==> src/rtl/hs_pkg.sv <==
package hs_pkg;
  localparam int BYTE_W = 8;

  typedef struct packed {
    logic capture;
    logic load;
    logic pkt_end;
    logic irq_req;
  } hs_act_t;
endpackage

==> src/rtl/hs_handshake_dec.sv <==
module hs_handshake_dec
  import hs_pkg::*;
(
  input  logic    clk,
  input  logic    rst_n,
  input  logic    act_n,
  input  logic    ack_n,
  input  logic    dir_send,
  input  logic    rsp_pending,
  input  logic    rsp_last,
  input  logic    cap_full,
  output hs_act_t act,
  output logic    req_n
);
  logic last_act_q, last_ack_q, req_q;
  logic req_d, pair_chg, ack_chg;

  assign pair_chg = (act_n != last_act_q) || (ack_n != last_ack_q);
  assign ack_chg  = (ack_n != last_ack_q);

  always_comb begin
    act   = '0;
    req_d = req_q;
    if (!act_n) begin
      if (dir_send) begin
        if (pair_chg && !cap_full) begin
          act.capture = 1'b1;
          act.irq_req = 1'b1;
        end
      end else if (rsp_pending && pair_chg) begin
        act.load    = 1'b1;
        act.irq_req = 1'b1;
        if (rsp_last) req_d = 1'b1;
      end
    end else if (last_act_q && ack_chg) begin
      req_d       = ack_n;
      act.irq_req = 1'b1;
    end else begin
      if (!last_act_q) begin
        act.pkt_end = 1'b1;
        act.irq_req = 1'b1;
      end
      if (rsp_pending) req_d = 1'b0;
    end
  end

  always_ff @(posedge clk or negedge rst_n) begin
    if (!rst_n) begin
      last_act_q <= 1'b0;
      last_ack_q <= 1'b0;
      req_q      <= 1'b0;
    end else begin
      last_act_q <= act_n;
      last_ack_q <= ack_n;
      req_q      <= req_d;
    end
  end

  assign req_n = req_q;

  assert_sync_follow_R6: assert property (@(posedge clk) disable iff (!rst_n)
    (act_n && last_act_q && ack_chg) |=> (req_n == $past(ack_n)));

  assert_last_release_R5: assert property (@(posedge clk) disable iff (!rst_n)
    (act.load && rsp_last) |=> req_n);

  assert_excl_R7: assert property (@(posedge clk) disable iff (!rst_n)
    !(act.pkt_end && (act.capture || act.load)));
endmodule

==> src/rtl/hs_cap_buf.sv <==
module hs_cap_buf
  import hs_pkg::*;
#(
  parameter int DEPTH = 16,
  localparam int AW = (DEPTH > 1) ? $clog2(DEPTH) : 1,
  localparam int LW = $clog2(DEPTH + 1)
) (
  input  logic              clk,
  input  logic              rst_n,
  input  logic              capture,
  input  logic [BYTE_W-1:0] din,
  input  logic              flush,
  input  logic [AW-1:0]     raddr,
  output logic [BYTE_W-1:0] rdata,
  output logic [LW-1:0]     count,
  output logic              full
);
  logic [BYTE_W-1:0] mem_q [DEPTH];
  logic [LW-1:0]     cnt_q, cnt_d;

  assign full = (cnt_q == LW'(DEPTH));

  always_comb begin
    cnt_d = cnt_q;
    if (flush)               cnt_d = '0;
    else if (capture && !full) cnt_d = cnt_q + 1'b1;
  end

  always_ff @(posedge clk or negedge rst_n) begin
    if (!rst_n) cnt_q <= '0;
    else        cnt_q <= cnt_d;
  end

  for (genvar i = 0; i < DEPTH; i++) begin : g_slot
    logic wen;
    assign wen = capture && !full && !flush && (cnt_q == LW'(i));
    always_ff @(posedge clk) begin
      if (wen) mem_q[i] <= din;
    end
  end

  assign rdata = mem_q[raddr];
  assign count = cnt_q;

  assert_no_overflow_R3: assert property (@(posedge clk) disable iff (!rst_n)
    count <= LW'(DEPTH));

  assert_step_R2: assert property (@(posedge clk) disable iff (!rst_n)
    (capture && !full && !flush) |=> (count == $past(count) + 1'b1));
endmodule

==> src/rtl/hs_rsp_buf.sv <==
module hs_rsp_buf
  import hs_pkg::*;
#(
  parameter int DEPTH = 16,
  localparam int AW = (DEPTH > 1) ? $clog2(DEPTH) : 1,
  localparam int LW = $clog2(DEPTH + 1)
) (
  input  logic              clk,
  input  logic              rst_n,
  input  logic              wr_en,
  input  logic [AW-1:0]     waddr,
  input  logic [BYTE_W-1:0] wdata,
  input  logic              commit,
  input  logic [LW-1:0]     commit_len,
  input  logic              advance,
  output logic [BYTE_W-1:0] cur_byte,
  output logic              pending,
  output logic              last
);
  logic [BYTE_W-1:0] mem_q [DEPTH];
  logic [LW-1:0]     len_q, len_d, idx_q, idx_d;

  for (genvar i = 0; i < DEPTH; i++) begin : g_ent
    always_ff @(posedge clk) begin
      if (wr_en && (waddr == AW'(i))) mem_q[i] <= wdata;
    end
  end

  assign pending  = (idx_q < len_q);
  assign last     = pending && ((idx_q + 1'b1) == len_q);
  assign cur_byte = mem_q[idx_q[AW-1:0]];

  always_comb begin
    len_d = len_q;
    idx_d = idx_q;
    if (commit) begin
      len_d = (commit_len > LW'(DEPTH)) ? LW'(DEPTH) : commit_len;
      idx_d = '0;
    end else if (advance && pending) begin
      idx_d = idx_q + 1'b1;
    end
  end

  always_ff @(posedge clk or negedge rst_n) begin
    if (!rst_n) begin
      len_q <= '0;
      idx_q <= '0;
    end else begin
      len_q <= len_d;
      idx_q <= idx_d;
    end
  end

  assert_commit_rewind_R11: assert property (@(posedge clk) disable iff (!rst_n)
    commit |=> (idx_q == '0));

  assert_idx_bound_R4: assert property (@(posedge clk) disable iff (!rst_n)
    idx_q <= len_q || $past(commit) == 1'b0);
endmodule

==> src/rtl/hs_irq_delay.sv <==
module hs_irq_delay #(
  parameter int DELAY_CYC = 37500,
  localparam int CW = $clog2(DELAY_CYC + 1)
) (
  input  logic clk,
  input  logic rst_n,
  input  logic req,
  input  logic direct,
  output logic pulse
);
  logic [CW-1:0] cnt_q, cnt_d;
  logic          pls_q, pls_d;

  always_comb begin
    cnt_d = cnt_q;
    pls_d = 1'b0;
    if (req) begin
      if (direct) begin
        pls_d = 1'b1;
        cnt_d = '0;
      end else begin
        cnt_d = CW'(DELAY_CYC);
      end
    end else if (cnt_q == CW'(1)) begin
      pls_d = 1'b1;
      cnt_d = '0;
    end else if (cnt_q != '0) begin
      cnt_d = cnt_q - 1'b1;
    end
  end

  always_ff @(posedge clk or negedge rst_n) begin
    if (!rst_n) begin
      cnt_q <= '0;
      pls_q <= 1'b0;
    end else begin
      cnt_q <= cnt_d;
      pls_q <= pls_d;
    end
  end

  assign pulse = pls_q;

  assert_direct_R10: assert property (@(posedge clk) disable iff (!rst_n)
    (req && direct) |=> pulse);

  assert_restart_R9: assert property (@(posedge clk) disable iff (!rst_n)
    (req && !direct) |=> !pulse);
endmodule

==> src/rtl/hs_xfer_engine.sv <==
module hs_xfer_engine
  import hs_pkg::*;
#(
  parameter int CAP_DEPTH = 16,
  parameter int RSP_DEPTH = 16,
  parameter int DELAY_CYC = 37500,
  localparam int CAP_AW = (CAP_DEPTH > 1) ? $clog2(CAP_DEPTH) : 1,
  localparam int CAP_LW = $clog2(CAP_DEPTH + 1),
  localparam int RSP_AW = (RSP_DEPTH > 1) ? $clog2(RSP_DEPTH) : 1,
  localparam int RSP_LW = $clog2(RSP_DEPTH + 1)
) (
  input  logic              clk,
  input  logic              rst_n,
  input  logic              act_n_i,
  input  logic              ack_n_i,
  output logic              req_n_o,
  input  logic              dir_send_i,
  input  logic              sr_wr_i,
  input  logic [BYTE_W-1:0] sr_wdata_i,
  output logic [BYTE_W-1:0] sr_o,
  input  logic              pdir_wr_i,
  input  logic [BYTE_W-1:0] pdir_wdata_i,
  output logic [BYTE_W-1:0] pdir_o,
  input  logic              rsp_wr_i,
  input  logic [RSP_AW-1:0] rsp_waddr_i,
  input  logic [BYTE_W-1:0] rsp_wdata_i,
  input  logic              rsp_commit_i,
  input  logic [RSP_LW-1:0] rsp_len_i,
  input  logic [CAP_AW-1:0] cap_raddr_i,
  output logic [BYTE_W-1:0] cap_rdata_o,
  output logic [CAP_LW-1:0] cap_count_o,
  output logic              pkt_done_o,
  output logic [CAP_LW-1:0] pkt_len_o,
  output logic              sr_irq_o
);
  logic [1:0] rst_sync_q;
  logic       rst_n_i;

  always_ff @(posedge clk or negedge rst_n) begin
    if (!rst_n) rst_sync_q <= 2'b00;
    else        rst_sync_q <= {rst_sync_q[0], 1'b1};
  end
  assign rst_n_i = rst_sync_q[1];

  hs_act_t           act;
  logic              rsp_pending, rsp_last, cap_full;
  logic [BYTE_W-1:0] rsp_byte;
  logic [BYTE_W-1:0] sr_q, sr_d, pdir_q, pdir_d;
  logic              done_q, done_d;
  logic [CAP_LW-1:0] plen_q, plen_d, cap_cnt;

  hs_handshake_dec u_dec (
    .clk        (clk),
    .rst_n      (rst_n_i),
    .act_n      (act_n_i),
    .ack_n      (ack_n_i),
    .dir_send   (dir_send_i),
    .rsp_pending(rsp_pending),
    .rsp_last   (rsp_last),
    .cap_full   (cap_full),
    .act        (act),
    .req_n      (req_n_o)
  );

  hs_cap_buf #(.DEPTH(CAP_DEPTH)) u_cap (
    .clk    (clk),
    .rst_n  (rst_n_i),
    .capture(act.capture),
    .din    (sr_q),
    .flush  (act.pkt_end),
    .raddr  (cap_raddr_i),
    .rdata  (cap_rdata_o),
    .count  (cap_cnt),
    .full   (cap_full)
  );

  hs_rsp_buf #(.DEPTH(RSP_DEPTH)) u_rsp (
    .clk       (clk),
    .rst_n     (rst_n_i),
    .wr_en     (rsp_wr_i),
    .waddr     (rsp_waddr_i),
    .wdata     (rsp_wdata_i),
    .commit    (rsp_commit_i),
    .commit_len(rsp_len_i),
    .advance   (act.load),
    .cur_byte  (rsp_byte),
    .pending   (rsp_pending),
    .last      (rsp_last)
  );

  hs_irq_delay #(.DELAY_CYC(DELAY_CYC)) u_irq (
    .clk   (clk),
    .rst_n (rst_n_i),
    .req   (act.irq_req),
    .direct(pdir_q == '1),
    .pulse (sr_irq_o)
  );

  always_comb begin
    sr_d   = sr_q;
    pdir_d = pdir_q;
    done_d = 1'b0;
    plen_d = plen_q;
    if (act.load)     sr_d = rsp_byte;
    else if (sr_wr_i) sr_d = sr_wdata_i;
    if (pdir_wr_i)    pdir_d = pdir_wdata_i;
    if (act.pkt_end) begin
      done_d = (cap_cnt != '0);
      plen_d = cap_cnt;
    end
  end

  always_ff @(posedge clk or negedge rst_n_i) begin
    if (!rst_n_i) begin
      sr_q   <= '0;
      pdir_q <= '1;
      done_q <= 1'b0;
      plen_q <= '0;
    end else begin
      sr_q   <= sr_d;
      pdir_q <= pdir_d;
      done_q <= done_d;
      plen_q <= plen_d;
    end
  end

  assign sr_o        = sr_q;
  assign pdir_o      = pdir_q;
  assign cap_count_o = cap_cnt;
  assign pkt_done_o  = done_q;
  assign pkt_len_o   = plen_q;

  assert_end_clear_R7: assert property (@(posedge clk) disable iff (!rst_n_i)
    act.pkt_end |=> (cap_count_o == '0));

  assert_done_len_R7: assert property (@(posedge clk) disable iff (!rst_n_i)
    pkt_done_o |-> (pkt_len_o != '0));
endmodule

==> config.mk <==
export PLATFORM = sky130hd
export DESIGN_NAME = hs_xfer_engine
export DESIGN_NICKNAME = d
export VERILOG_FILES = /design/src/rtl/hs_pkg.sv /design/src/rtl/hs_handshake_dec.sv /design/src/rtl/hs_cap_buf.sv /design/src/rtl/hs_rsp_buf.sv /design/src/rtl/hs_irq_delay.sv /design/src/rtl/hs_xfer_engine.sv
export SDC_FILE = /design/constraint.sdc
export NUM_CORES = 1
export LEC_CHECK = 0
export CAP_MARGIN = 25
export CORE_MARGIN = 1.5
export CORE_UTILIZATION = 50
export CTS_CLUSTER_DIAMETER = 200
export DETAILED_ROUTE_END_ITERATION = 10
export HOLD_SLACK_MARGIN = 0.05
export PLACE_DENSITY = 0.77
export SYNTH_ARGS = -nofsm -noshare
export SYNTH_HDL_FRONTEND = slang
export SYNTH_SLANG_ARGS = --single-unit
export TNS_END_PERCENT = 1
==> constraint.sdc <==
create_clock -name clk -period 3 [get_ports clk]
set_input_delay 0.45 -clock clk [delete_from_list [all_inputs] [get_ports clk]]
set_output_delay 0.45 -clock clk [all_outputs]
set_load 0.1 [all_outputs]
* Word level (Yosys, flattened, before mapping)
Memory sizes are Yosys's and may differ from the RTL's.
Cells that the tools add are included.
** Storage, ports and cells
- Memory bits (writable) :: 256
- Flip-flop bits (word level) :: 59
- Logic and storage cells :: 327
- Output and inout port bits :: 37
- Input bits :: 46
- Memories :: 2
** Memories
- u_cap.mem_q :: words 16, width 8, read ports 1, clocked after memory_dff 0, write ports 1, RTL line hs_cap_buf.sv:18 : logic [BYTE_W-1:0] mem_q [DEPTH];
- u_rsp.mem_q :: words 16, width 8, read ports 1, clocked after memory_dff 0, write ports 1, RTL line hs_rsp_buf.sv:20 : logic [BYTE_W-1:0] mem_q [DEPTH];
** Cells by class
- Multiplexer cells :: 186
- Equal/unequal tests :: 38
- Order comparisons :: 2
- Add/subtract/negate cells :: 3
- Reductions and logical operators :: 83
** Operators by type and width (number)
- 8-bit two-way mux :: 32
- 8-bit OR reduction :: 30
- 4-bit two-way mux :: 30
- 1-bit two-way mux :: 113
- 16-bit two-way mux :: 4
- 5-bit by 4-bit == test with 1-bit output (second input constant) :: 8
- 1-bit logical AND :: 39
- 4-bit == test (second input constant) :: 8
- 5-bit two-way mux :: 5
- 5-bit by 3-bit == test with 1-bit output (second input constant) :: 4
- 16-bit by 1-bit == test with 1-bit output (second input constant) :: 1
- 4-bit by 3-bit == test with 1-bit output (second input constant) :: 4
- 16-bit nonzero test :: 1
- 16-bit by 1-bit subtractor with 16-bit output (second input constant) :: 1
- 5-bit by 1-bit adder with 5-bit output (second input constant) :: 2
- 5-bit by 2-bit == test with 1-bit output (second input constant) :: 2
- 2-bit nonzero test :: 5
- 4-bit by 2-bit == test with 1-bit output (second input constant) :: 2
- 8-bit == test (second input constant) :: 1
- 5-bit by 1-bit == test with 1-bit output (second input constant) :: 1
- 5-bit == test :: 1
- 5-bit == test (second input constant) :: 1
- 5-bit greater-than comparator (second input constant) :: 1
- 5-bit zero test :: 1
- 12 further kinds :: 15

* Depth between registers and ports, before layout
- Depth after elaboration :: 27
- Mapped depth :: 10
- Depth with buffers taken out :: 7

* Cells and area by module
A second synthesis with hierarchy kept.
** Unflattened totals
- Cell total of the unflattened synthesis :: 782
- Area, all modules :: 13155.1 µm²
** Modules (own cells, without submodules)
- hs_rsp_buf :: cells an instance 328, seq. area each 4093.9 µm², area an instance 5724.2 µm², times used 1
- hs_cap_buf :: cells an instance 256, seq. area each 3968.8 µm², area an instance 5277.6 µm², times used 1
- hs_irq_delay :: cells an instance 105, seq. area each 425.4 µm², area an instance 998.5 µm², times used 1
- hs_xfer_engine :: cells an instance 71, seq. area each 610.6 µm², area an instance 959.7 µm², times used 1
- hs_handshake_dec :: cells an instance 22, seq. area each 75.1 µm², area an instance 195.2 µm², times used 1

* Worst setup path after synthesis
Ideal clock, no wire load.
- Path kind :: register to register
- Start point :: reg u_cap.cnt_q[0], in the netlist u_cap.count[0]
- End point :: mem u_cap.mem_q[15][0] (enable)
- Library setup time :: 0.332 ns
- Period minus slack after synthesis :: 2.850 ns
- Arrival time :: 2.518 ns
- Cell stages (with the launch flop) :: 6
- Path buffers :: 0
- Setup slack :: 0.150 ns
- Data required time :: 2.668 ns
- Cells stage by stage :: dfrtp_1 inv_1 ha_1 and4bb_2 a2111oi_4 and3b_1
** On the way
- Elaborated cells on any way between the ends :: 117
- Classes of those cells :: eq/ne: 16; mux: 65; reduce/logical: 36
** RTL lines
- start: declaration :: RTL line hs_cap_buf.sv:19 : logic [LW-1:0] cnt_q, cnt_d;
- start signal: assignment :: RTL line hs_cap_buf.sv:31 : else cnt_q <= cnt_d;
- 5-bit == test :: RTL line hs_cap_buf.sv:21 : assign full = (cnt_q == LW'(DEPTH));
- 1-bit zero test :: RTL line hs_handshake_dec.sv:26, hs_cap_buf.sv:36
- 1-bit logical AND :: RTL line hs_handshake_dec.sv:26 : if (pair_chg && !cap_full) begin
- 1-bit two-way mux :: RTL line hs_handshake_dec.sv:26
- 1-bit two-way mux :: RTL line hs_handshake_dec.sv:25 : if (dir_send) begin
- 2-bit two-way mux :: RTL line hs_handshake_dec.sv:24 : if (!act_n) begin
- 1-bit logical AND (2 in series) :: RTL line hs_cap_buf.sv:36 : assign wen = capture && !full && !flush && (cnt_q == LW'(i));
- 1-bit logical AND * :: RTL line hs_cap_buf.sv:36
- via u_cap.g_slot[15].wen :: RTL line hs_cap_buf.sv:35 : logic wen;
- 1-bit two-way mux * :: RTL line hs_cap_buf.sv:38 : if (wen) mem_q[i] <= din;
- 1-bit two-way mux (not written as such) * :: RTL line hs_cap_buf.sv:38
- 8-bit OR reduction (no line)
- 4-bit two-way mux (no line) / 1-bit two-way mux (equally long branches)
- end: declaration :: RTL line hs_cap_buf.sv:18
The timed path passes the listed nets; every way through them passes the cells marked *.

* Worst setup path in the final report
- Start point :: in cap_raddr_i[1]
- End point :: out cap_rdata_o[6]
** On the way
- Word-level cells in the longest chain between the ends :: 1
** RTL lines
- start: declaration :: RTL line hs_xfer_engine.sv:29 : input logic [CAP_AW-1:0] cap_raddr_i,
- memory 16 x 8 bit
- end: declaration :: RTL line hs_xfer_engine.sv:30 : output logic [BYTE_W-1:0] cap_rdata_o,
Every way passes these cells.

==> impl_metrics.json <==
{
  "antenna_found_initial": 0,
  "drive_gt1_share_pct": 28.7,
  "yosysTopAreaCellShare_pct": 59.6,
  "synth-main-ff-cell": "edfxtp_1",
  "cts_tree": "done",
  "final_common_cell": "edfxtp_1",
  "diodes": 0,
  "hold_viol_final": 0,
  "grt_usage_pct": 19.9,
  "drc": 0,
  "setup_viol": 0,
  "final-max-slew-violation-count": 0,
  "fmax_mhz": 366,
  "postRouteAntennaNets": 0,
  "cts_hold_buf": 0,
  "coreArea_um2": 25300,
  "power_mw": 10.5,
  "io-pin-count": 83,
  "syn_area_per_cell_um2": 18.1,
  "fin_hold_ws_ns": 0.0643,
  "clkTransAtPathRegs_ns": 0.06,
  "final_nets": 904,
  "fin_crit_sh_pct": 91.0,
  "grt_first_pass_wirelength_mm": 40.1,
  "p_leak_nw": 5.36,
  "clock-sinks": 315,
  "synthCells": 714,
  "overflow": 0,
  "root_buffer": "clkbuf_16",
  "synth_edf_count": 256,
  "final_cell_mix": "edfxtp_1 (256), mux4_2 (72), buf_4 (70)",
  "synth_top_area_cell": "edfxtp_1",
  "insertion_delay_ns": 0.56,
  "crit_arrival_ns": 2.28,
  "wl_mm": 25.7,
  "design_area_um2": 15400,
  "start_kind": "input port",
  "drv_cap": 0,
  "rsz0062_at_grt": "no",
  "worstSetupEndpointType": "output pin",
  "max_slew_margin_pct": 40.3,
  "drt-vias-per-instance": 5.72,
  "grt_pass1_vias": 7049,
  "dp_hpwl_mm": 17.1,
  "ys_top_cells_by_area": "edfxtp_1 (60%), mux4_2 (13%), dfrtp_1 (9.9%), nor2_1 (1.7%), dfstp_2 (1.6%)",
  "place_congestion": 0.789,
  "first_pass_iters": 5,
  "syn_to_final_growth_pct": 19.7,
  "htreeDepth": 1,
  "portBuffers": 82,
  "numCtsBuffers": 31,
  "synth_seq_cells": 315,
  "clockBufferDepth": 3,
  "fin_util_pct": 61.2,
  "criticalPathCategory": "in2out",
  "peakVddDrop_v": 0.000588,
  "die_x_um": 164,
  "die_h_um": 164,
  "vias": 6853,
  "hold_class": "in2async",
  "post_cts_buffers": 0,
  "syn_nets": 774,
  "synth_cell_types": 61,
  "powerDensity_nw_per_um2": 680,
  "post_cts_resized": 0,
  "crit_fanout": 32,
  "ys_seq_area_share_pct": 71.1,
  "period_minus_slack_ns": 2.73,
  "num_rows": 58,
  "grt_max_degree": 41,
  "fin_worst_skew_ns": 0.0183,
  "initial_utilization_pct": 51.1,
  "placed_area_um2": 14400,
  "worstMarginPinSlew_ns": 0.895,
  "status": "completed",
  "yosysWarnings": 0,
  "wl_per_cell_um": 21.4,
  "cp.required_ns": 2.55,
  "die_area_um2": 26800,
  "async_flop_share_pct": 18.7,
  "syn_area_um2": 12900,
  "fin_tns_setup_ns": 0,
  "drtIter0Drc": 545
}
[metrics by stage]
step | worst slack (ns) | cells
floorplan | 0.150 | 714
global placement | 0.291 | 1141
detailed placement | 0.279 | 1141
CTS | 0.260 | 1199
global route | 0.246 | 1199
finish | 0.270 | 1199
[cells by family after synthesis]
| logic type | after synthesis | synth area share, % |
|---|---|---|
| DFF | 315 | 71.1 |
| and+or+nand+nor | 146 | 5.95 |
| muxes | 97 | 14.6 |
| AOI/OAI and AO/OA | 72 | 3.94 |
| buffers and inverters | 46 | 1.44 |
| xor gates and xnor gates | 23 | 1.56 |
| adders and majority gates | 14 | 1.36 |
| other | 1 | 0.0291 |
[state kept, by name, indices dropped and copies added (netlist names), 8 cells and up]
register / count
u_cap.mem_q: 128
u_rsp.mem_q: 128
u_irq.cnt_q: 16
pdir_o: 8
sr_o: 8
[synth_stat cells, drive strengths merged (4+ instances only)]
master	instances
a21oi	15
or3	6
dfrtp	51
edfxtp	256
xor2	7
clkbuf	13
ha	14
mux4	72
mux2i	10
buf	16
nor2	61
nand2b	5
a22oi	16
mux2	15
xnor2	16
inv	17
nand3	8
nor3	8
nand2	24
nand4	4
o21ai	19
nor4	4
a211oi	5
nand3b	7
dfstp	8
[routing by layer]
layer	GRT usage, %	wire length, um	vias up
li1	-	-	3097
met1	26.2	10600	3504
met2	34.4	13200	217
met3	3.20	1400	35
met4	4.96	475	0
met5	0	0	-
[worst max-delay path, cell delays in order]
cell	delay [ns]
clkdlybuf4s50_1	0.51
buf_12	0.22
mux4_2	0.36
mux4_2	0.53
buf_12	0.19
[report_power, final]
| group | internal (mW) | total (mW) | switching (mW) |
|---|---|---|---|
| Clock | 2.33 | 3.92 | 1.59 |
| Combinational | 0.492 | 1.45 | 0.957 |
| Sequential | 4.96 | 5.14 | 0.182 |
| Total | 7.78 | 10.5 | 2.73 |
[final timing paths]
kind | startpoint | to | slack, ns | cells past startpoint
max in group asynchronous | rst_sync_q[1] | u_irq.cnt_q[2] | 1.83 | 1
worst min register to register | rst_sync_q[0] | rst_sync_q[1] | 0.36 | 0
min in group clk | rst_sync_q[0] | rst_sync_q[1] | 0.36 | 0
worst min-delay path | rst_n | rst_sync_q[0] | 0.06 | 1
worst max register to register | u_cap.count[0] | u_cap.mem_q[15][2] | 0.65 | 5
worst max-delay path | cap_raddr_i[1] | cap_rdata_o[6] | 0.27 | 5
[area by class of cell]
cell class / instances / area, um^2
Clock buffer: 40 / 882
Clock inverter: 18 / 175
Fill cell: 1819 / 9810
Inverter: 17 / 63.8
Multi-Input combinational cell: 353 / 3550
Sequential cell: 315 / 9180
Tap cell: 330 / 413
Timing Repair Buffer: 126 / 1190
No activity file was read; power rests on OpenSTA's default activity.
